$ cat src/rtl/vfd_pkg.sv
package vfd_pkg;
  // Sub-periods per digit slot; the last is the inter-digit blank.
  localparam int unsigned SUB_N = 16;
  localparam int unsigned SUB_W = $clog2(SUB_N);

  typedef struct packed {
    logic slot_end; // last clock of the slot
    logic key_pt;   // last clock of the final lit-capable sub-period
    logic active;   // strobe may be lit in this sub-period
  } vfd_tick_t;
endpackage

$ cat src/rtl/vfd_timing.sv
module vfd_timing
  import vfd_pkg::*;
#(
  parameter int unsigned PRESC = 64
) (
  input  logic             clk,
  input  logic             rst_n,
  input  logic [SUB_W-1:0] dim,
  output vfd_tick_t        tick
);
  localparam int unsigned PC_W = (PRESC > 1) ? $clog2(PRESC) : 1;

  logic [PC_W-1:0]  pc_q, pc_d;
  logic [SUB_W-1:0] sp_q, sp_d;
  logic             pc_wrap;

  always_comb begin
    pc_wrap = (pc_q == PC_W'(PRESC - 1));
    pc_d    = pc_wrap ? '0 : pc_q + 1'b1;
    sp_d    = pc_wrap ? sp_q + 1'b1 : sp_q;
    tick.slot_end = pc_wrap && (sp_q == SUB_W'(SUB_N - 1));
    tick.key_pt   = pc_wrap && (sp_q == SUB_W'(SUB_N - 2));
    tick.active   = ({1'b0, sp_q} + {1'b0, dim}) < (SUB_W+1)'(SUB_N - 1);
  end

  always_ff @(posedge clk or negedge rst_n) begin
    if (!rst_n) begin
      pc_q <= '0;
      sp_q <= '0;
    end else begin
      pc_q <= pc_d;
      sp_q <= sp_d;
    end
  end

  // the slot end always falls in a dark sub-period
  p_end_dark_r2: assert property (@(posedge clk) disable iff (!rst_n)
    tick.slot_end |-> !tick.active);
endmodule

$ cat src/rtl/vfd_fetch.sv
module vfd_fetch #(
  parameter int unsigned DIG_W  = 4,
  parameter int unsigned SEG_W  = 20,
  parameter int unsigned BPD    = 3,
  parameter int unsigned ADDR_W = 6,
  parameter int unsigned NDIG   = 16
) (
  input  logic              clk,
  input  logic              rst_n,
  input  logic              slot_end,
  input  logic [DIG_W-1:0]  nxt_dig,
  output logic              mem_re,
  output logic [ADDR_W-1:0] mem_addr,
  input  logic [7:0]        mem_rdata,
  output logic [SEG_W-1:0]  pattern
);
  localparam int unsigned FC_W = $clog2(BPD + 1);
  localparam int unsigned WIDE = BPD * 8;

  logic [FC_W-1:0]  fc_q, fc_d, idx_q;
  logic             rd_q;
  logic [SEG_W-1:0] pat_q, pat_d;
  logic [WIDE-1:0]  wide;

  always_comb begin
    mem_re   = (fc_q < FC_W'(BPD));
    mem_addr = ADDR_W'(nxt_dig) * ADDR_W'(BPD) + ADDR_W'(fc_q);
    if (slot_end)    fc_d = '0;
    else if (mem_re) fc_d = fc_q + 1'b1;
    else             fc_d = fc_q;
    wide = WIDE'(pat_q);
    if (rd_q) wide[idx_q*8 +: 8] = mem_rdata;
    pat_d = wide[SEG_W-1:0];
  end

  generate
    if (WIDE > SEG_W) begin : g_pad
      logic unused_pad;
      assign unused_pad = ^wide[WIDE-1:SEG_W];
    end
  endgenerate

  always_ff @(posedge clk or negedge rst_n) begin
    if (!rst_n) begin
      fc_q  <= '0;
      idx_q <= '0;
      rd_q  <= 1'b0;
      pat_q <= '0;
    end else begin
      fc_q  <= fc_d;
      idx_q <= fc_q;
      rd_q  <= mem_re;
      pat_q <= pat_d;
    end
  end

  assign pattern = pat_q;

  // every read stays inside the display memory
  p_addr_range_r4: assert property (@(posedge clk) disable iff (!rst_n)
    mem_re |-> (int'(mem_addr) < NDIG * BPD));
  // the next digit's bytes are all captured before the slot closes
  p_fetch_done_r4: assert property (@(posedge clk) disable iff (!rst_n)
    slot_end |-> (fc_q == FC_W'(BPD)) && !rd_q);
endmodule

$ cat src/rtl/vfd_keyscan.sv
module vfd_keyscan #(
  parameter int unsigned KROWS = 12,
  parameter int unsigned KCOLS = 8,
  parameter int unsigned DIG_W = 4
) (
  input  logic                   clk,
  input  logic                   rst_n,
  input  logic                   sample,
  input  logic [DIG_W-1:0]       row,
  input  logic [KCOLS-1:0]       kret,
  input  logic                   frame_end,
  input  logic                   irq_clr,
  output logic [KROWS*KCOLS-1:0] key_map,
  output logic                   irq
);
  localparam int unsigned MAP_W = KROWS * KCOLS;

  logic [MAP_W-1:0] scan_q, scan_d, prev_q, prev_d, deb_q, deb_d;
  logic             irq_q, irq_d, chg;

  generate
    for (genvar r = 0; r < KROWS; r++) begin : g_row
      assign scan_d[r*KCOLS +: KCOLS] =
        (sample && (row == DIG_W'(r))) ? kret : scan_q[r*KCOLS +: KCOLS];
    end
  endgenerate

  always_comb begin
    chg    = frame_end && (scan_q == prev_q) && (scan_q != deb_q);
    prev_d = frame_end ? scan_q : prev_q;
    deb_d  = chg ? scan_q : deb_q;
    irq_d  = chg | (irq_q & ~irq_clr);
  end

  always_ff @(posedge clk or negedge rst_n) begin
    if (!rst_n) begin
      scan_q <= '0;
      prev_q <= '0;
      deb_q  <= '0;
      irq_q  <= 1'b0;
    end else begin
      scan_q <= scan_d;
      prev_q <= prev_d;
      deb_q  <= deb_d;
      irq_q  <= irq_d;
    end
  end

  assign key_map = deb_q;
  assign irq     = irq_q;

  // the accepted map moves only on a frame boundary
  p_map_at_frame_r8: assert property (@(posedge clk) disable iff (!rst_n)
    !$stable(key_map) |-> $past(frame_end));
  // two different frames never reach the map
  p_debounce_r8: assert property (@(posedge clk) disable iff (!rst_n)
    (frame_end && (scan_q != prev_q)) |=> $stable(key_map));
  // the flag only rises together with a map change
  p_irq_rise_r9: assert property (@(posedge clk) disable iff (!rst_n)
    $rose(irq) |-> !$stable(key_map));
  // a clear away from a frame boundary drops the flag
  p_irq_clear_r9: assert property (@(posedge clk) disable iff (!rst_n)
    (irq_clr && !frame_end) |=> !irq);
endmodule

$ cat src/rtl/vfd_scan.sv
module vfd_scan
  import vfd_pkg::*;
#(
  parameter int unsigned NDIG  = 16,
  parameter int unsigned TLOW  = 8,
  parameter int unsigned NSEG  = 12,
  parameter int unsigned KROWS = 12,
  parameter int unsigned KCOLS = 8,
  parameter int unsigned PRESC = 64
) (
  input  logic                   clk,
  input  logic                   rst_n,
  input  logic [3:0]             cfg_last,
  input  logic [3:0]             cfg_dim,
  input  logic                   cfg_key_en,
  input  logic [7:0]             cfg_mix_seg,
  output logic                   mem_re,
  output logic [5:0]             mem_addr,
  input  logic [7:0]             mem_rdata,
  output logic [7:0]             tim_o,
  output logic [11:0]            seg_o,
  output logic [7:0]             mix_o,
  input  logic [7:0]             key_ret,
  output logic [95:0]            key_map_o,
  output logic                   key_irq_o,
  input  logic                   key_irq_clr
);
  localparam int unsigned NMIX   = NDIG - TLOW;
  localparam int unsigned SEG_W  = NSEG + NMIX;
  localparam int unsigned BPD    = (SEG_W + 7) / 8;
  localparam int unsigned DIG_W  = $clog2(NDIG);
  localparam int unsigned ADDR_W = $clog2(NDIG * BPD);

  vfd_tick_t        tick;
  logic [DIG_W-1:0] cur_q, cur_d, nxt_dig;
  logic             valid_q, valid_d;
  logic [SEG_W-1:0] shown_q, shown_d, pattern;
  logic             disp_on, key_smp, frame_end;
  logic [NDIG-1:0]  tline;

  vfd_timing #(.PRESC(PRESC)) u_timing (
    .clk(clk), .rst_n(rst_n), .dim(cfg_dim), .tick(tick)
  );

  vfd_fetch #(
    .DIG_W(DIG_W), .SEG_W(SEG_W), .BPD(BPD), .ADDR_W(ADDR_W), .NDIG(NDIG)
  ) u_fetch (
    .clk(clk), .rst_n(rst_n), .slot_end(tick.slot_end), .nxt_dig(nxt_dig),
    .mem_re(mem_re), .mem_addr(mem_addr), .mem_rdata(mem_rdata),
    .pattern(pattern)
  );

  // Digit pointer: the dark priming slot after reset is followed by digit 0.
  always_comb begin
    nxt_dig = (!valid_q || (cur_q >= cfg_last)) ? '0 : cur_q + 1'b1;
    cur_d   = cur_q;
    valid_d = valid_q;
    shown_d = shown_q;
    if (tick.slot_end) begin
      cur_d   = nxt_dig;
      valid_d = 1'b1;
      shown_d = pattern;
    end
  end

  always_ff @(posedge clk or negedge rst_n) begin
    if (!rst_n) begin
      cur_q   <= '0;
      valid_q <= 1'b0;
      shown_q <= '0;
    end else begin
      cur_q   <= cur_d;
      valid_q <= valid_d;
      shown_q <= shown_d;
    end
  end

  assign disp_on = valid_q && tick.active;
  assign tline   = disp_on ? (NDIG'(1) << cur_q) : '0;
  assign tim_o   = tline[TLOW-1:0];
  assign seg_o   = disp_on ? shown_q[NSEG-1:0] : '0;

  generate
    for (genvar i = 0; i < NMIX; i++) begin : g_mix
      assign mix_o[i] = cfg_mix_seg[i] ? (disp_on & shown_q[SEG_W-1-i])
                                       : tline[TLOW+i];
    end
  endgenerate

  assign key_smp   = tick.key_pt && valid_q && cfg_key_en && (32'(cur_q) < KROWS);
  assign frame_end = tick.slot_end && valid_q && (cur_q >= cfg_last);

  vfd_keyscan #(.KROWS(KROWS), .KCOLS(KCOLS), .DIG_W(DIG_W)) u_keys (
    .clk(clk), .rst_n(rst_n), .sample(key_smp), .row(cur_q), .kret(key_ret),
    .frame_end(frame_end), .irq_clr(key_irq_clr),
    .key_map(key_map_o), .irq(key_irq_o)
  );

  // outputs are dark in the inter-digit blank
  p_gap_dark_r2: assert property (@(posedge clk) disable iff (!rst_n)
    tick.slot_end |-> (tim_o == '0) && (seg_o == '0) && (mix_o == '0));
  // no segment shows while the timing says dark
  p_seg_gated_r6: assert property (@(posedge clk) disable iff (!rst_n)
    !tick.active |-> (seg_o == '0));
  // at most one strobe is lit
  p_one_strobe_r1: assert property (@(posedge clk) disable iff (!rst_n)
    $onehot0({mix_o & ~cfg_mix_seg, tim_o}));
endmodule

$ cat config.mk
export PLATFORM = sky130hd
export DESIGN_NAME = vfd_scan
export DESIGN_NICKNAME = d
export VERILOG_FILES = /design/src/rtl/vfd_pkg.sv /design/src/rtl/vfd_timing.sv /design/src/rtl/vfd_fetch.sv /design/src/rtl/vfd_keyscan.sv /design/src/rtl/vfd_scan.sv
export SDC_FILE = /design/constraint.sdc
export NUM_CORES = 1
export LEC_CHECK = 0
export BUFFER_PORTS_ARGS = -buffer_cell sky130_fd_sc_hd__buf_2
export CAP_MARGIN = 20
export CORE_AREA = 2 2 143 214
export CTS_BUF_LIST = sky130_fd_sc_hd__clkbuf_16
export CTS_CLUSTER_SIZE = 20
export DETAILED_ROUTE_END_ITERATION = 16
export DIE_AREA = 0 0 145 216
export MAX_ROUTING_LAYER = met4
export PLACE_DENSITY = 0.8
export SYNTH_ARGS = -nofsm -noshare
export SYNTH_HDL_FRONTEND = slang
export SYNTH_SLANG_ARGS = --single-unit
$ cat constraint.sdc
create_clock -name clk -period 4.6 [get_ports clk]
set_clock_uncertainty 0.1 [all_clocks]
set_input_delay 0 -clock clk [delete_from_list [all_inputs] [get_ports clk]]
set_output_delay 0 -clock clk [all_outputs]
set_load 0.005 [all_outputs]
# Yosys cells after proc, flatten, opt, wreduce, memory -nomap -nowiden
# Index checks and enable logic that the tools add are counted.
totals:
  word_cells: 107
  ff_bits: 349
  output_inout_bits: 132
op_classes:
  eq_ne: 16
  multipliers: 1
  n_mux: 15
  magnitude_cmp: 4
  n_reduce_logical: 26
  n_bitwise: 11
  add_sub_neg: 7
  shifts: 3
ops:
  columns: ["cell", "n"]
  rows:
  - ["== test 96 bit", 1]
  - ["inequality test 96 bit", 1]
  - ["negator 5 -> 34 bit", 1]
  - ["variable shift 8 x 34 -> 24 bit (first input constant)", 1]
  - ["indexed part select 8 x 34 -> 24 bit", 1]
  - ["bitwise mux 24 bit", 1]
  - ["== test 4 bit (second input constant)", 6]
  - ["logical AND 1 bit", 22]
  - ["== test 4 x 3 -> 1 bit (second input constant)", 4]
  - ["two-way mux 16 bit", 1]
  - ["<< shifter 1 x 4 -> 16 bit (first input constant)", 1]
  - ["two-way mux 12 bit", 1]
  - ["bitwise AND 1 bit", 9]
  - ["adder 4 x 1 -> 4 bit (second input constant)", 2]
  - ["== test 4 x 2 -> 1 bit (second input constant)", 2]
  - ["two-way mux 1 bit", 8]
  - ["adder 6 x 1 -> 6 bit (second input constant)", 1]
  - ["adder 6 x 2 -> 6 bit", 1]
  - ["== test 6 bit (second input constant)", 1]
  - ["multiplier 4 x 2 -> 6 bit (second input constant)", 1]
  - ["two-way mux 6 bit", 1]
  - ["adder 4 x 4 -> 5 bit", 1]
  - ["< comparator 5 x 4 -> 1 bit (second input constant)", 1]
  - ["== test 4 x 1 -> 1 bit (second input constant)", 1]
  - ["other kinds (12)", 13]

# Logic depth before layout (Yosys ltp)
# Gate-level depths: netlist of the first run.
logic_depth:
  ltp_word: 7
  ltp_mapped: 13
  ltp_nobuf: 13

# By module
# Synthesis of the first run repeated with hierarchy kept, for this count alone.
hier_totals:
  hier_cells: 1211
  hier_area_um2: 16191.8
by_module_without_submodules:
  columns: ["mod", "instances", "cells_each", "area_per_inst_um2"]
  rows:
  - ["vfd_keyscan", 1, 928, 12887.4]
  - ["vfd_scan", 1, 141, 1516.5]
  - ["vfd_fetch", 1, 87, 1188.6]
  - ["vfd_timing", 1, 55, 599.3]

# Worst setup path before layout of the first run
# Ideal clock, no wire load.
synth_path:
  path_type: "register to output"
  start: "register cur_q[0]"
  end: "output port mem_addr[5]"
  path_stages_with_launch: 13
  path_buffers: 0
  required_ns: 4.500
  setup_slack_ns: 1.405
  arrival_time_ns: 3.095
  path_cell_list: "dfrtp_1 > inv_1 > ha_1 > nand2b_1 > a21o_1 > a211oi_1 > o21ai_1 > nor2_1 > ha_1 > ha_1 > fa_1 > a21o_1 > a21o_1"
synth_between:
  elab_chain_len: 5
  elab_cells_between_ends: 6
synth_lines:
  columns: ["item", "line_no", "text"]
  rows:
  - ["start, declared", "vfd_scan.sv:35", "logic [DIG_W-1:0] cur_q, cur_d, nxt_dig;"]
  - ["start signal, assigned", "vfd_scan.sv:72", "cur_q <= cur_d;"]
  - ["greater-or-equal comparator 4 bit", "vfd_scan.sv:55", "nxt_dig = (!valid_q || (cur_q >= cfg_last)) ? '0 : cur_q + 1'b1;"]
  - ["logical OR 1 bit", "vfd_scan.sv:55", null]
  - ["two-way mux 4 bit (*)", "vfd_scan.sv:55", null]
  - ["multiplier 4 x 2 -> 6 bit (*)", "vfd_fetch.sv:27", "mem_addr = ADDR_W'(nxt_dig) * ADDR_W'(BPD) + ADDR_W'(fc_q);"]
  - ["adder 6 x 2 -> 6 bit (*)", "vfd_fetch.sv:27", null]
  - ["end, declared", "vfd_scan.sv:18", "output logic [5:0] mem_addr,"]
# Every way passes the cells marked *; elsewhere a longest branch is shown, timed or not.

# Worst setup path in the final report of the first run
layout_path:
  start: "register cur_q[0]"
  end: "output port mem_addr[5]"
layout_between:
  elab_chain_len: 5
  elab_cells_between_ends: 6
layout_lines:
  columns: ["item", "line_no"]
  rows:
  - ["greater-or-equal comparator 4 bit", "vfd_scan.sv:55"]
  - ["logical OR 1 bit", "vfd_scan.sv:55"]
  - ["two-way mux 4 bit (*)", "vfd_scan.sv:55"]
  - ["via nxt_dig[2]", "vfd_scan.sv:35"]
  - ["multiplier 4 x 2 -> 6 bit (*)", "vfd_fetch.sv:27"]
  - ["adder 6 x 2 -> 6 bit (*)", "vfd_fetch.sv:27"]
# Mark *: on every way through the listed nets, which the timed path passes. The rest lies on a longest branch.

==> results.yml, run 1 <==
timing:
  fin_setup_tns_ns: 0
  min_period_ns: 4.18
  hold_slack_ns: 0.0227
  hold_viol: 0
  tightest_slew_ns: 0.997
  max_freq_mhz: 239
  final.period_utilization_pct: 90.9
  slew_headroom_pct: 32.7
  setup_viol: 0
  slew_violations: 0
  rsz0062_at_grt: "no"
layout:
  seqCellArea_sq_um: 8730
  multi_input_area_sq_um: 7040
  area_growth_syn_to_layout_pct: 14.9
  final_area_sq_um: 18400
  drive_gt1_share_pct: 34.1
  antennaDiodeCount: 0
  instances_no_fill: 1826
  fillers: 2220
  final_nets: 1477
synth:
  synth_area_sq_um: 16000
  ys_seq_area_share_pct: 54.6
  syn_area_per_cell_sq_um: 13.1
  synth_top_area_share_pct: 54.6
  yosysTopAreaCell: "dfrtp_1"
  ys_warn_count: 0
  syn-num-nets: 1291
  yosysUniqueCellTypes: 38
  netlist_instances: 1224
  synthTopCellsByArea: "dfrtp_1 (55%), mux2_2 (18%), xor2_1 (5.6%)"
  synth-seq-cells: 349
critical_path:
  cp_slowest_stage_delay_ns: 0.48
  crit_fanout: 9
  path_common_cell: "a21o_1"
  worstSetupPathType: "reg2out"
  critical_path_arrival_ns: 4.08
  crit_family: "compound AO/OA/AOI/OAI gates"
  critPathLaunchType: "flop"
  required_ns: 4.50
  cp_slowest_cell: "dfrtp_1"
  endpoint_kind: "output port"
  crit_buf_inv: 2
  crit_chain: "inv_1, ha_1, nand2b_1, a21o_1, a211oi_1, o21ai_1, nor2_1, ha_1, fa_1, a21o_1, a21o_1, buf_2"
clock_tree:
  clock-sinks: 349
  cts_buffers: 31
  root_buffer: "clkbuf_16"
  clock_latency_ns: 0.57
  clk_pin_slew_ns: 0.06
  cts_tree: "done"
  cts_setup_buffers: 0
  htreeDepth: 1
  clockBufferDepth: 3
  cts_resized: 0
  cts_hold_buf: 18
power_and_ir_drop:
  p_clk_share_pct: 42.7
  p_int_mw: 4.39
  irDropWorstVdd_uv: 238
  comb_power_share_pct: 2.4
  p_leak_nw: 10.1
  power_switching_mw: 1.23
  switching_share_pct: 21.9
  p_per_area_nw_per_um2: 305
  seqPwrFrac_pct: 54.9
global_routing:
  overflow: 0
  grt_max_degree: 126
  grt_pass1_vias: 10824
  grt_pass1_wl_um: 62300
  groute.usage.overall_pct: 26.5
  antenna_found_initial: 0
place:
  dp_cells: 1754
  port_buffers: 167
  gp_congestion: 0.883
  dp_hpwl_um: 28100
  placed_cell_area_sq_um: 17300
floorplan:
  fp-row-count: 77
  dieWidth_um: 145
  die_h_um: 216
  pin_count: 168
  start_util_pct: 54.4
  die_area_sq_um: 31300
  core_area_sq_um: 29400
drt:
  via_per_inst: 5.65
  dr.pass1.iters: 5
  drcViolationCount: 0
  num_vias: 10311
  routedWlPerCell_um: 21.8
  finalWirelength_um: 39800
  postRouteAntennaNets: 0
  drt_iter0_drc: 530
flow_run:
  cap_violations: 0
hold_path:
  worstHoldPathType: "in2async"
run_status:
  status: "finished clean"
==> area by class of cell <==
class | instances | area share [%]
clock buffers | 31 | 4.22
clock inverters | 23 | 0.715
inverters | 18 | 0.368
multi-input cells | 814 | 38.3
flip-flops and latches | 349 | 47.5
well taps | 395 | 2.69
repair buffers | 196 | 6.23
==> Yosys cell counts (all sizes together) <==
| cell | number |
|---|---|
| and3 | 3 |
| a211oi | 1 |
| o21ai | 9 |
| o31ai | 4 |
| nand3b | 1 |
| inv | 18 |
| or3 | 1 |
| buf | 10 |
| nand3 | 7 |
| and4 | 3 |
| o2111ai | 1 |
| a21oi | 12 |
| ha | 29 |
| nor4b | 2 |
| nor4 | 34 |
| dfrtp | 349 |
| a41o | 1 |
| xor2 | 103 |
| a41oi | 1 |
| nand2 | 96 |
| nand4 | 34 |
| clkbuf | 33 |
| xnor2 | 102 |
| nor3 | 2 |
| nor2b | 3 |
| mux2 | 288 |
| fa | 2 |
| mux2i | 1 |
| a21o | 6 |
| a22o | 16 |
| nand2b | 4 |
| nor2 | 30 |
| and2 | 18 |
==> placed cells by master, fill, tap and decap left out, drive strengths merged, types with 26 or more instances in the layout <==
cell type | netlist | layout
buf | 10 | 178
clkbuf | 33 | 31
dfrtp | 349 | 349
ha | 29 | 29
inv | 18 | 26
mux2 | 288 | 288
nand2 | 96 | 96
nand4 | 34 | 34
nor2 | 30 | 30
nor4 | 34 | 34
xnor2 | 102 | 102
xor2 | 103 | 103
==> power groups by stage <==
stage          registers (mW)  logic [mW]  clock network, mW
6_report                 3.08       0.134               2.39
2_1_floorplan            3.14      0.0227                  0
3_5_place_dp             3.14       0.126                  0
3_3_place_gp             3.14       0.124                  0
5_1_grt                  3.08       0.151               2.54
4_1_cts                  3.08       0.138               2.43
==> logic make-up (layout without fill, tap and decap cells) <==
kind of cell,Yosys count,count (layout),synth area share [%]
compound gates,51,51,2.22
xor+xnor,205,205,11.2
fa+ha+maj,31,31,2.52
buf+inv,61,268,1.53
flops,349,349,54.6
mux,289,289,20.3
simple gates,238,238,7.57
==> path summary, 6_finish.rpt <==
kind	start	to	cells after the start	slack [ns]
setup / recovery	cur_q[0]	mem_addr[5]	12	0.42
hold reg to reg	u_fetch.pattern[8]	shown_q[8]	2	0.37
max in group asynchronous	rst_n	u_keys.scan_q[59]	3	3.17
min in group clk	key_irq_clr	u_keys.irq	3	0.05
hold / removal	rst_n	shown_q[6]	2	0.02
setup reg to reg	u_timing.pc_q[0]	u_keys.prev_q[14]	9	1.34
==> metrics by stage <==
step	power (mW)	setup slack (ns)	util, %
global route	5.78	0.211	62.6
global placement	3.26	1.17	58.9
finish	5.61	0.419	62.6
CTS	5.65	0.416	62.6
detailed placement	3.27	1.03	58.9
floorplan	3.16	1.41	-
==> flip-flops by register name (all words and copies together) (netlist names) <==
| register | count |
|---|---|
| cur_q | 4 |
| shown_q | 20 |
| u_keys.key_map | 96 |
| u_timing.pc_q | 6 |
| u_keys.scan_q | 96 |
| u_fetch.rd_q | 1 |
| u_fetch.idx_q | 2 |
| u_keys.irq | 1 |
| valid_q | 1 |
| u_timing.sp_q | 4 |
| u_fetch.fc_q | 2 |
| u_keys.prev_q | 96 |
| u_fetch.pattern | 20 |
==> per-layer routing <==
layer  wire length [um]  up-vias  global-route usage, %
met5                  0        -                      -
met4               1690        0                   10.9
met3               1910       82                   3.38
met2              21100      285                   47.0
met1              15100     5315                   30.4
li1                   -     4629                      -
Note: power is estimated with default switching activity, not from simulation.
==> run 2, diff against run 1 <==
==> constraint.sdc (replaced) <==
create_clock -name clk -period 4.6 [get_ports clk]
set_clock_uncertainty 0.1 [all_clocks]
set_input_delay 0.92 -clock clk [delete_from_list [all_inputs] [get_ports clk]]
set_output_delay 0.92 -clock clk [all_outputs]
set_load 0.005 [all_outputs]
==> results.yml, run 2 (synthesis gave the netlist of run 1 again) <==
critical_path:
  cp_slowest_cell: "fa_2"
  reg2regPathDepth: 7
  critical_path_arrival_ns: 3.39
  worstReg2RegEnd: "u_keys.key_map[27]"
  startpoint: "cfg_last[0]"
  endpoint_kind: "output port"
  worstSetupPathType: "in2out"
  cp_slowest_stage_delay_ns: 0.36
  r2r-start: "u_keys.scan_q[50]"
  crit_fanout: 5
  path_common_cell: "a21o_1"
  required_ns: 3.58
  critPathLaunchType: "input port"
  crit_chain: "buf_2, ha_1, nand2b_1, a21o_1, a211oi_2, o21ai_2, nor2_1, ha_1, ha_2, fa_2, a21o_1, a21o_1, buf_2"
  r2r_slack_ns: 1.02
  crit_end: "mem_addr[5]"
drt:
  route.met2.wl_um: 20300
  dr.pass1.iters: 6
  num_vias: 10139
  wl_met1_um: 15300
  routedWlPerCell_um: 21.4
  finalWirelength_um: 38800
  top_layer: "met4"
  route.met3.wl_um: 1750
  postRouteAntennaNets: 0
  via_per_inst: 5.58
  drcViolationCount: 0
  drt_iter0_drc: 498
power_and_ir_drop:
  power_mw: 5.83
  irDropWorstVdd_uv: 254
  p_leak_nw: 10.1
  p_per_area_nw_per_um2: 317
timing:
  fin_setup_tns_ns: 0
  hold_slack_ns: 0.280
  hold_viol: 0
  setup_viol: 0
  tightest_slew_ns: 1.07
  min_period_ns: 4.41
  slew_headroom_pct: 27.7
  final.period_utilization_pct: 95.9
  slew_violations: 0
  max_freq_mhz: 227
floorplan:
  die_area_sq_um: 31300
  fp-row-count: 77
  core_area_sq_um: 29400
  start_util_pct: 54.4
  pin_count: 168
  die_h_um: 216
  dieWidth_um: 145
layout:
  post-route-util_pct: 62.6
  area_growth_syn_to_layout_pct: 15.0
  seqCellArea_sq_um: 8730
  fillers: 2191
  multi_input_area_sq_um: 7060
  drive_gt1_share_pct: 35.8
  instances_no_fill: 1817
  final_nets: 1467
  final_cell_mix: "dfrtp_1 (348), mux2_2 (259), buf_2 (167), xor2_1 (103), xnor2_1 (102)"
  final_common_cell: "dfrtp_1"
clock_tree:
  clk_pin_slew_ns: 0.07
  clock_latency_ns: 0.57
  cts_tree: "done"
  cts_buffers: 31
  clock-sinks: 349
  root_buffer: "clkbuf_16"
  clockBufferDepth: 3
  htreeDepth: 1
global_routing:
  grt_max_degree: 112
  grt_pass1_wl_um: 60600
  antenna_found_initial: 1
  overflow: 0
  grt_pass1_vias: 10498
  groute.usage.overall_pct: 25.8
place:
  port_buffers: 167
  gp_congestion: 0.872
  dp_hpwl_um: 27100
  dp_cells: 1757
flow_run:
  cap_violations: 0
run_status:
  status: "finished clean"
hold_path:
  worstHoldPathType: "in2async"
## run 2: layout make-up
type	count	share of cell area, %
multi-input cells	814	38.4
well taps	395	2.69
diodes	1	0.0136
flip-flops and latches	349	47.5
repair buffers	186	5.56
clock inverters	23	1.31
inverters	18	0.381
clock buffers	31	4.22
## run 2: stage by stage
step	setup slack, ns	instance area (sq um)
final	0.189	18400
after global routing	-0.0139	18400
after CTS	0.0239	18400
after detailed placement	-0.0441	17300
after global placement	0.0505	17300
after floorplan	0.100	16000
## run 2: repair_timing
| item | 4_1_cts | 5_1_grt |
|---|---|---|
| endpoints found under the setup margin | 3 | 2 |
| pin swaps | 0 | 5 |
| gates resized for setup | 4 | 6 |
| buffers inserted | 1 | 4 |
| cloned | 0 | 0 |
| hold buffers | 0 | 0 |
## run 2: critical path: cells and delay by family
family / cells / cell delay, ns
AND/OR/NAND/NOR: 2 / 0.26
adder cells (fa/ha/maj): 4 / 1.09
buffers and inverters: 2 / 0.22
AO/OA/AOI/OAI: 5 / 0.90
## run 2: worst min path at each step
stage,startpoint,cells past startpoint,endpoint
floorplan,u_fetch.fc_q[1],0,u_fetch.idx_q[1]
finish,rst_n,1,shown_q[6]
global placement,u_fetch.fc_q[1],0,u_fetch.idx_q[1]
global route,rst_n,1,shown_q[6]
CTS,rst_n,1,shown_q[6]
detailed placement,u_fetch.fc_q[1],0,u_fetch.idx_q[1]
## run 2: layer usage
layer,vias to the layer above,track usage [%]
met5,-,-
met4,0,10.0
met3,76,3.40
met2,254,45.3
met1,5208,30.1
li1,4601,-
## run 2: power breakdown
group | leakage, nW | total (mW) | switching (mW) | internal [mW]
logic | 4.80 | 0.125 | 0.0968 | 0.0282
clock network | 0.510 | 2.63 | 1.13 | 1.50
registers | 4.78 | 3.08 | 0.00554 | 3.08
==> run 3, diff against run 2 <==
--- a/config.mk
+++ b/config.mk
@@ -12,7 +12,6 @@
 export CTS_CLUSTER_SIZE = 20
 export DETAILED_ROUTE_END_ITERATION = 16
 export DIE_AREA = 0 0 145 216
-export MAX_ROUTING_LAYER = met4
 export PLACE_DENSITY = 0.8
 export SYNTH_ARGS = -nofsm -noshare
 export SYNTH_HDL_FRONTEND = slang
==> constraint.sdc (replaced) <==
create_clock -name clk -period 4.6 [get_ports clk]
set_clock_uncertainty 0.1 [all_clocks]
set_input_delay 0.23 -clock clk [delete_from_list [all_inputs] [get_ports clk]]
set_output_delay 0.23 -clock clk [all_outputs]
set_load 0.005 [all_outputs]
==> results.yml, run 3 (synthesis gave the netlist of run 1 again) <==
timing:
  setup_viol: 0
  hold_viol: 0
  fin_setup_tns_ns: 0
  slew_violations: 0
  rsz0062_at_grt: "no"
  tightest_slew_ns: 1.05
  min_period_ns: 4.24
  final.period_utilization_pct: 92.2
  max_freq_mhz: 236
  slew_headroom_pct: 29.2
place:
  gp_congestion: 0.840
  dp_hpwl_um: 26900
  placed_cell_area_sq_um: 17300
  dp_cells: 1753
  port_buffers: 167
power_and_ir_drop:
  p_clk_share_pct: 44.3
  switching_share_pct: 21.1
  p_leak_nw: 10.1
  comb_power_share_pct: 2.2
  power_switching_mw: 1.22
  seqPwrFrac_pct: 53.5
  p_per_area_nw_per_um2: 314
  p_int_mw: 4.55
  irDropWorstVdd_uv: 255
layout:
  area_growth_syn_to_layout_pct: 14.9
  post-route-util_pct: 62.6
  final_cell_mix: "dfrtp_1 (349), mux2_2 (259), buf_2 (167), xor2_1 (103), xnor2_1 (102)"
  final_common_cell: "dfrtp_1"
  antennaDiodeCount: 0
  drive_gt1_share_pct: 34.5
  multi_input_area_sq_um: 7040
  final_nets: 1468
  seqCellArea_sq_um: 8730
  instances_no_fill: 1817
  final_area_sq_um: 18400
  fillers: 2212
critical_path:
  worstReg2RegEnd: "u_keys.key_map[31]"
  crit_chain: "inv_1, ha_1, nand2b_1, a21o_1, a211oi_2, o21ai_1, nor2_1, ha_1, ha_1, fa_1, a21o_1, a21o_1, buf_2"
  endpoint_kind: "output port"
  crit_end: "mem_addr[5]"
  crit_cells: 13
  r2r_slack_ns: 1.17
  r2r-start: "u_keys.scan_q[50]"
  required_ns: 4.27
  crit_fanout: 9
  crit_buf_inv: 2
  startpoint: "cur_q[0]"
  cp_slowest_cell: "dfrtp_1"
  cp_slowest_stage_delay_ns: 0.45
  reg2regPathDepth: 7
  critical_path_arrival_ns: 3.91
  critPathLaunchType: "flop"
  crit_family: "adder cells"
  worstSetupPathType: "reg2out"
global_routing:
  overflow: 0
  grt_pass1_vias: 10764
  grt_util_met1_pct: 30.0
  use_met2_pct: 45.7
  antenna_found_initial: 1
  gr-usage-met3_pct: 3.81
  grt_pass1_wl_um: 61200
  grt_max_degree: 123
  groute.usage.overall_pct: 25.2
  grt-busiest-layer: "met2"
hold_path:
  worstHoldPathType: "in2reg"
drt:
  finalWirelength_um: 38900
  dr.pass1.iters: 4
  num_vias: 10204
  drcViolationCount: 0
  postRouteAntennaNets: 0
  drt_iter0_drc: 546
  via_per_inst: 5.62
  routedWlPerCell_um: 21.4
clock_tree:
  cts_buffers: 31
  cts_setup_buffers: 0
  htreeDepth: 1
  clk_pin_slew_ns: 0.07
  root_buffer: "clkbuf_16"
  cts_tree: "done"
  clock-sinks: 349
  clockBufferDepth: 3
  clock_latency_ns: 0.56
floorplan:
  fp-row-count: 77
  core_area_sq_um: 29400
  dieWidth_um: 145
  die_h_um: 216
  start_util_pct: 54.4
  die_area_sq_um: 31300
  pin_count: 168
flow_run:
  cap_violations: 0
run_status:
  status: "finished clean"
-- run 3: changes by cell type in the layout (fill, tap and decap cells not counted), sizes merged --
cell / change
dlygate4sd3: +10
buf: -9
inv: +3
bufinv: -1
clkinv: -1
clkinvlp: -1
diode: -1
-- run 3: through the flow --
step / setup slack [ns] / hold WS (ns) / power, mW
2_1_floorplan: 1.18 / -0.166 / 3.16
3_3_place_gp: 0.947 / 0.262 / 3.26
3_5_place_dp: 0.824 / 0.274 / 3.27
4_1_cts: 0.212 / 0.0779 / 5.81
5_1_grt: 0.0605 / 0.103 / 5.95
6_report: 0.358 / 0.108 / 5.76
-- run 3: area by class of cell --
class	count	area share [%]
sequential	349	47.5
multi-input combinational	814	38.3
timing repair buffer	187	5.81
clock buffer	31	4.22
tap	395	2.69
clock inverter	23	1.11
inverter	18	0.368
-- run 3: routing by layer --
layer  up-vias  routed length (um)
li1       4598                   -
met1      5250               15100
met2       274               20500
met3        80                1850
met4         2                1520
met5         -                   7
-- run 3: power by group through the flow --
stage	clock (mW)	sequential, mW	combinational, mW
floorplan	0	3.14	0.0227
global placement	0	3.14	0.123
detailed placement	0	3.14	0.125
CTS	2.60	3.08	0.132
global route	2.72	3.08	0.145
finish	2.55	3.08	0.129
-- run 3: worst min path at each step --
| stage | from | endpoint | slack, ns | cells after the start |
|---|---|---|---|---|
| after floorplan | rst_n | cur_q[0] | -0.17 | 0 |
| after global placement | rst_n | u_keys.key_map[39] | 0.26 | 1 |
| after detailed placement | rst_n | u_keys.key_map[33] | 0.27 | 1 |
| after CTS | key_ret[5] | u_keys.scan_q[53] | 0.08 | 2 |
| after global routing | key_ret[5] | u_keys.scan_q[53] | 0.10 | 2 |
| final | key_ret[5] | u_keys.scan_q[53] | 0.11 | 2 |
-- run 3: what timing repair did --
action                                 CTS  global route
resized for setup                        0             1
hold buffers                            10             0
setup endpoints to repair                0             2
endpoints found under the hold margin  130             0
-- run 3: worst reg2reg max path: cells and delay by family (launching register included) --
family | cells | cell delay, ns
xor+xnor | 1 | 0.38
buf+inv | 1 | 0.46
flops | 1 | 0.43
mux | 1 | 0.43
simple gates | 3 | 1.23
compound gates | 1 | 0.29
